===== src/rtl/rmc_pkg.sv =====
package rmc_pkg;
   typedef enum logic [1:0] {
      CODE_IDLE  = 2'b00,
      CODE_GOOD  = 2'b01,
      CODE_WRONG = 2'b10,
      CODE_MISS  = 2'b11
   } mark_code_e;
endpackage


===== src/rtl/rmc_slot_ctr.sv =====
module rmc_slot_ctr
   import rmc_pkg::*;
#(
   parameter int PERIOD = 120,
   parameter int CNT_W  = $clog2(PERIOD)
) (
   input  logic             clk,
   input  logic             rst_n,
   input  logic             rise,
   output logic [CNT_W-1:0] slot_q,
   output mark_code_e       code_q,
   output mark_code_e       code_d
);
   localparam logic [CNT_W-1:0] LAST = CNT_W'(PERIOD - 1);

   logic             locked_q, locked_d;
   logic [CNT_W-1:0] slot_d;
   logic             at_end;

   assign at_end = locked_q && (slot_q == LAST);

   always_comb begin
      locked_d = locked_q;
      slot_d   = slot_q;
      code_d   = CODE_IDLE;
      if (!locked_q) begin
         if (rise) begin
            locked_d = 1'b1;
            slot_d   = '0;
            code_d   = CODE_GOOD;
         end
      end else if (rise) begin
         slot_d = '0;
         code_d = at_end ? CODE_GOOD : CODE_WRONG;
      end else if (at_end) begin
         slot_d = '0;
         code_d = CODE_MISS;
      end else begin
         slot_d = slot_q + 1'b1;
      end
   end

   always_ff @(posedge clk) begin
      if (!rst_n) begin
         locked_q <= 1'b0;
         slot_q   <= '0;
         code_q   <= CODE_IDLE;
      end else begin
         locked_q <= locked_d;
         slot_q   <= slot_d;
         code_q   <= code_d;
      end
   end

   a_r8_slot_range: assert property (@(posedge clk) disable iff (!rst_n)
      slot_q <= LAST);

   a_r2_quiet_unlocked: assert property (@(posedge clk) disable iff (!rst_n)
      !locked_q |-> (code_q == CODE_IDLE && slot_q == '0));
endmodule


===== config.mk =====
export PLATFORM = sky130hd
export DESIGN_NAME = rmc_slot_ctr
export DESIGN_NICKNAME = d
export VERILOG_FILES = /design/src/rtl/rmc_pkg.sv /design/src/rtl/rmc_slot_ctr.sv
export SDC_FILE = /design/constraint.sdc
export NUM_CORES = 1
export LEC_CHECK = 0
export ABC_AREA = 1
export BUFFER_PORTS_ARGS = -buffer_cell sky130_fd_sc_hd__buf_2
export CORE_AREA = 8 8 45 47
export CTS_BUF_LIST = sky130_fd_sc_hd__clkbuf_8
export CTS_CLUSTER_SIZE = 12
export DETAILED_ROUTE_END_ITERATION = 12
export DIE_AREA = 0 0 53 55
export HOLD_SLACK_MARGIN = 0.08
export PLACE_DENSITY = 0.71
export SLEW_MARGIN = 20
export SYNTH_ARGS = -nofsm -noshare
export SYNTH_HDL_FRONTEND = slang
export SYNTH_SLANG_ARGS = --single-unit

===== constraint.sdc =====
create_clock -name clk -period 1.8 [get_ports clk]
set_clock_uncertainty 0.1 [all_clocks]
set_input_delay 0.09 -clock clk [delete_from_list [all_inputs] [get_ports clk]]
set_output_delay 0.09 -clock clk [all_outputs]
set_load 0.01 [all_outputs]

==> impl_results.md, run 1 <==
- Clk buf depth: 2
- Synth top area cells: dfxtp_1 40%, nor2_1 15%, nand2_1 11%
- Slew margin rel.: 78.78%
- Max Fclk: 627.3 MHz
- Fillers: 147
- First DRT Iteration DRCs: 12
- RR Endpoint: slot_q[3]
- Post-CTS setup buffers: 0
- Hold Path Class: reg -> reg
- Gr ovfl total: 0
- Post-synth top area share: 39.70%
- Post-Syn Instances: 76
- Global-route wire length before repair: 1.911 mm
- Row count: 14
- Hold path startpoint: slot_q[1]
- DRC Markers: 0
- Routed Antenna Nets: 0
- Core area: 1384 um^2
- Netlist Area Pre-Place: 504.2 um^2
- Worst skew pair latency: 0.23 ns
- Yosys cell types: 16
- Via count: 554
- CTS Buf Count: 3
- Reg clk slew, reported paths: 0.04 ns
- Hold Path End: slot_q[1]
- Synth Area per Inst: 6.635 um^2
- Endpoint class of the critical path: primary output
- Average wire per standard cell: 10.85 um
- Nets: 100
- Initial antenna violation count: 0
- Layout cells sized above 1: 25.53%
- Hold Vio Cnt, Final: 0
- Ant. Diodes: 0
- Dpl ws: 0.3485 ns
- WHS Path Cells: 2
- Setup TNS Final: 0 ns
- Final worst path period share: 88.57%
- Root Buffer: clkbuf_8
- Pleak: 0.2797 nW
- Slew @ Worst Pin: 0.3172 ns
- Seq/Total Area, Yosys: 39.70%
- Critical R2R Launch: slot_q[0]
- Hpwl dp: 884.2 um
- RSZ-0062 raised after global routing: false
- Total track usage: 8.767%
- Largest net degree at the start of global routing: 8
- CP max stage cell: dfxtp_2
- Synth async-reset ratio: 0%
- Pwr dens: 757.3 nW/um^2
- Synth area leader: dfxtp_1
- Port bufs: 13
- Crit Path Class: reg -> out
- H-tree Lvls: 1
- Top cells by count, synth: 20 x nor2_1, 15 x nand2_1, 10 x dfxtp_1, 8 x inv_1
- TritonRoute pass-1 iters: 4
- Crit path largest cell delay: 0.37 ns
- Critical Path Fanout Max: 4
- Synth warn: 0
- Status: complete, no violations
- Required time worst endpoint: 1.61 ns
- DIE HEIGHT: 55 um
- Final critical-path required period: 1.594 ns
- Final WL: 1.194 mm
- Final setup violation count: 0
- Maximum VDD drop: 345.5 uV
- CP most frequent cell: nand2_1
- EDFF count, synth: 0
- Die width: 53 um
- Syn Nets: 80
- Die Area: 2915 um^2
- Initial Utilization: 36.44%
- DR vias/cell: 5.036
- Sink Count: 10
- Worst r2r path cells: 8
- Critical path cell sequence: ha_4 > nand2_1 > nor2_2 > nand2_2 > nand2_1 > nand2_1 > nor2_1 > buf_2
- Routability cong.: 0.8759
- Dominant cell by count in the synthesized netlist: nor2_1
- CTS tree: yes
- Startpoint types: flip-flop
- Layout area overhead: 32.01%
- Final Max Tran Viols: 0
- IO Pins: 14
- Synthesized flop and latch total: 10
- Max capacitance violation total: 0
- Vias in the first global route: 474
- CP arrival: 1.40 ns
- Synth Flop Type: dfxtp_1
- Post-route setup slack: 0.2058 ns
- R2R setup slack: 0.37 ns
critical path, delay by kind of cell, from the launching register on:
| family | cells | cell delay, ns |
|---|---|---|
| buf+inv | 1 | 0.13 |
| fa+ha+maj | 1 | 0.15 |
| simple gates | 6 | 0.52 |
| flops | 1 | 0.37 |
what timing repair did:
item	CTS	global route
hold buffers	2	0
setup endpoints to repair	0	1
resized for setup	0	4
hold endpoints to repair	4	0
final cells by class:
class	instances	area, um^2	share of cell area [%]
Multi-Input combinational cell	57	282.8	42.48
Sequential cell	10	202.7	30.45
Timing Repair Buffer	15	85.08	12.78
Clock buffer	3	41.29	6.203
Inverter	9	33.78	5.075
Tap cell	16	20.02	3.008
power breakdown:
group / total (mW) / switching, mW / leakage, nW / internal (mW)
sequential: 0.234 / 0.00595 / 0.0822 / 0.228
clock: 0.229 / 0.0825 / 0.0216 / 0.146
combinational: 0.0416 / 0.0253 / 0.176 / 0.0162
total: 0.504 / 0.114 / 0.280 / 0.390
cells by family after synthesis:
logic type / synth area share, %
compound gates: 9.430
flops: 39.70
xor+xnor: 1.737
fa+ha+maj: 2.481
simple gates: 39.95
buf+inv: 6.699
registers in the layout, indices dropped and copies added (netlist names):
| name | count |
|---|---|
| code_q | 2 |
| slot_q | 7 |
| locked_q | 1 |
layer usage:
layer	wire [um]	share of wire [%]	GRT usage, %	up-vias
met1	533	45	9.188	247
met5	0	0	0	-
met3	113	9.5	4.011	7
li1	-	-	-	278
met2	511	43	13.67	22
met4	36	3.0	6.466	0
cells in the final DEF (no fill, tap or decap):
cell	count
dfxtp_2	2
dfxtp_1	8
nand4_1	2
o21ai_0	4
nor2_1	20
inv_1	8
nor3_2	2
nor2_2	1
dlygate4sd3_1	2
nand2_2	1
xor2_1	1
buf_2	13
o211ai_1	1
nand3_1	4
clkbuf_8	3
ha_4	1
nor3_1	1
inv_2	1
a21oi_1	4
nand2_1	15
through the flow:
stage / std cells / hold WS (ns) / instance area (um^2) / util (%) / total power, mW
floorplan: 76 / 0.1284 / 504.2 / - / 0.2586
global placement: 105 / 0.2807 / 589.3 / 42.59 / 0.2740
detailed placement: 105 / 0.2819 / 589.3 / 42.59 / 0.2742
CTS: 110 / 0.3997 / 650.6 / 47.02 / 0.5070
global route: 110 / 0.4144 / 665.6 / 48.10 / 0.5307
finish: 110 / 0.4027 / 665.6 / 48.10 / 0.5041
worst max-delay path by stage:
stage,from,endpoint,slack (ns),cells after the start
floorplan,slot_q[1],slot_q[6],0.40,8
global placement,slot_q[0],slot_q[5],0.38,8
detailed placement,slot_q[0],slot_q[5],0.35,8
CTS,slot_q[1],code_d[1],0.15,8
global route,slot_q[0],code_d[1],0.03,8
finish,slot_q[0],code_d[1],0.21,8
No activity file was read; power rests on OpenSTA's default activity.
==> run 2, diff against run 1 <==
Settings changed: CORE_AREA 8 8 45 47 to 2 2 39 41, DIE_AREA 0 0 53 55 to 0 0 41 43.
==> impl_results.md, run 2 (synthesis gave the netlist of run 1 again) <==
- Critical Path Fanout Max: 4
- Hpwl dp: 813.3 um
- Root Buffer: clkbuf_8
- Critical R2R Launch: slot_q[0]
- Worst r2r path cells: 8
- Setup TNS Final: 0 ns
- Clk buf depth: 2
- H-tree Lvls: 1
- First DRT Iteration DRCs: 15
- Initial antenna violation count: 0
- Via count: 555
- Routability cong.: 0.8068
- Slew @ Worst Pin: 0.3416 ns
- Most frequent cells in the layout: 20 x nor2_1, 15 x nand2_1, 13 x buf_2
- Initial Utilization: 36.44%
- Max capacitance violation total: 0
- RR Endpoint: slot_q[5]
- Layout cells sized above 1: 24.47%
- Die width: 41 um
- Worst Setup EP: code_d[1]
- Port bufs: 13
- Final WL: 1.180 mm
- Vias in the first global route: 454
- Most flop-heavy register: slot_q
- Average wire per standard cell: 10.73 um
- Final Max Tran Viols: 0
- Reg clk slew, reported paths: 0.05 ns
- Non-filler cells, final: 110
- GR Util met1: 18.83%
- Worst skew pair latency: 0.23 ns
- Die Area: 1763 um^2
- Nets: 100
- CTS tree: yes
- CTS Buf Count: 3
- Crit Path Class: reg -> out
- Max Fclk: 605.1 MHz
- Maximum VDD drop: 514.8 uV
- Total track usage: 16.01%
- Critical path startpoint: slot_q[0]
- Layout area overhead: 29.53%
- Final critical-path required period: 1.653 ns
- Routed Antenna Nets: 0
- Slew margin rel.: 77.14%
- Biggest regs: slot_q: 7 flops, code_q: 2 flops, locked_q: 1 flops
- RSZ-0062 raised after global routing: false
- DP Cell Count: 105
- Endpoint class of the critical path: primary output
- GRT busiest layer: met2
- Global-route wire length before repair: 1.773 mm
- Hold Vio Cnt, Final: 0
- R2R setup slack: 0.32 ns
- Post-CTS setup buffers: 0
- Max reg flops: 7
- Core area: 1384 um^2
- Largest net degree at the start of global routing: 8
- Pwr dens: 773.5 nW/um^2
- Pleak: 0.2822 nW
- Row count: 14
- Gr ovfl total: 0
- Final worst path period share: 91.81%
- TritonRoute pass-1 iters: 4
- M3 GR Usage: 6.283%
- Sink Count: 10
- Status: complete, no violations
- DR vias/cell: 5.045
- IO Pins: 14
- DRC Markers: 0
- Hold Path Class: reg -> reg
- Startpoint types: flip-flop
- Leading cell type in the layout, fill and taps excluded: nor2_1
- Final setup violation count: 0
- CP arrival: 1.46 ns
- Required time worst endpoint: 1.61 ns
- Met2 GRT Util: 20.94%
- Hold path startpoint: slot_q[1]
- Fillers: 139
- Ant. Diodes: 0
- DIE HEIGHT: 43 um
==> run 2: cell counts in the layout (fill, tap and decap cells not counted) <==
No cell type changed its count.
==> run 2: timing repair <==
action                                 4_1_cts  5_1_grt
endpoints found under the hold margin        4        0
hold buffers                                 2        0
resized for setup                            0        2
setup endpoints to repair                    0        1
==> run 2: report_power, final <==
group | internal (mW) | switching, mW
clock network | 0.146 | 0.0842
registers | 0.228 | 0.00490
logic | 0.0155 | 0.0265
total | 0.390 | 0.116
==> run 2: worst min-delay path by stage <==
stage | end | depth (start not counted)
after CTS | slot_q[1] | 2
final | slot_q[1] | 2
after global routing | slot_q[1] | 2
after detailed placement | slot_q[4] | 3
after floorplan | slot_q[0] | 2
after global placement | slot_q[4] | 3
==> run 2: critical path, cell delays in order (launching register included) <==
cell and delay, ns:
dfxtp_2 0.35, ha_1 0.18, nand2_1 0.08, nor2_2 0.16, nand2_2 0.08, nand2_1 0.07, nand2_1 0.07, nor2_1 0.09
buf_2 0.13
==> run 2: through the flow <==
step	power [mW]	util [%]	hold WS [ns]	setup WS (ns)	instance area, um^2
3_3_place_gp	0.2736	42.59	0.2834	0.3741	589.3
6_report	0.5052	47.20	0.3858	0.1474	653.1
3_5_place_dp	0.2740	42.59	0.2795	0.3436	589.3
4_1_cts	0.5073	47.02	0.4043	0.1298	650.6
5_1_grt	0.5244	47.20	0.4280	0.02283	653.1
2_1_floorplan	0.2586	-	0.1284	0.3953	504.2
==> run 2: routing by layer <==
| layer | vias up | wire [um] |
|---|---|---|
| met1 | 245 | 523 |
| met3 | 4 | 86 |
| met5 | - | 0 |
| met4 | 0 | 40 |
| li1 | 281 | - |
| met2 | 25 | 530 |
==> run 2: final cells by class <==
class,count,area (um^2),area share (%)
Timing Repair Buffer,15,85.08,13.03
Inverter,9,33.78,5.172
Multi-Input combinational cell,57,270.3,41.38
Clock buffer,3,41.29,6.322
Tap cell,16,20.02,3.065
Sequential cell,10,202.7,31.03
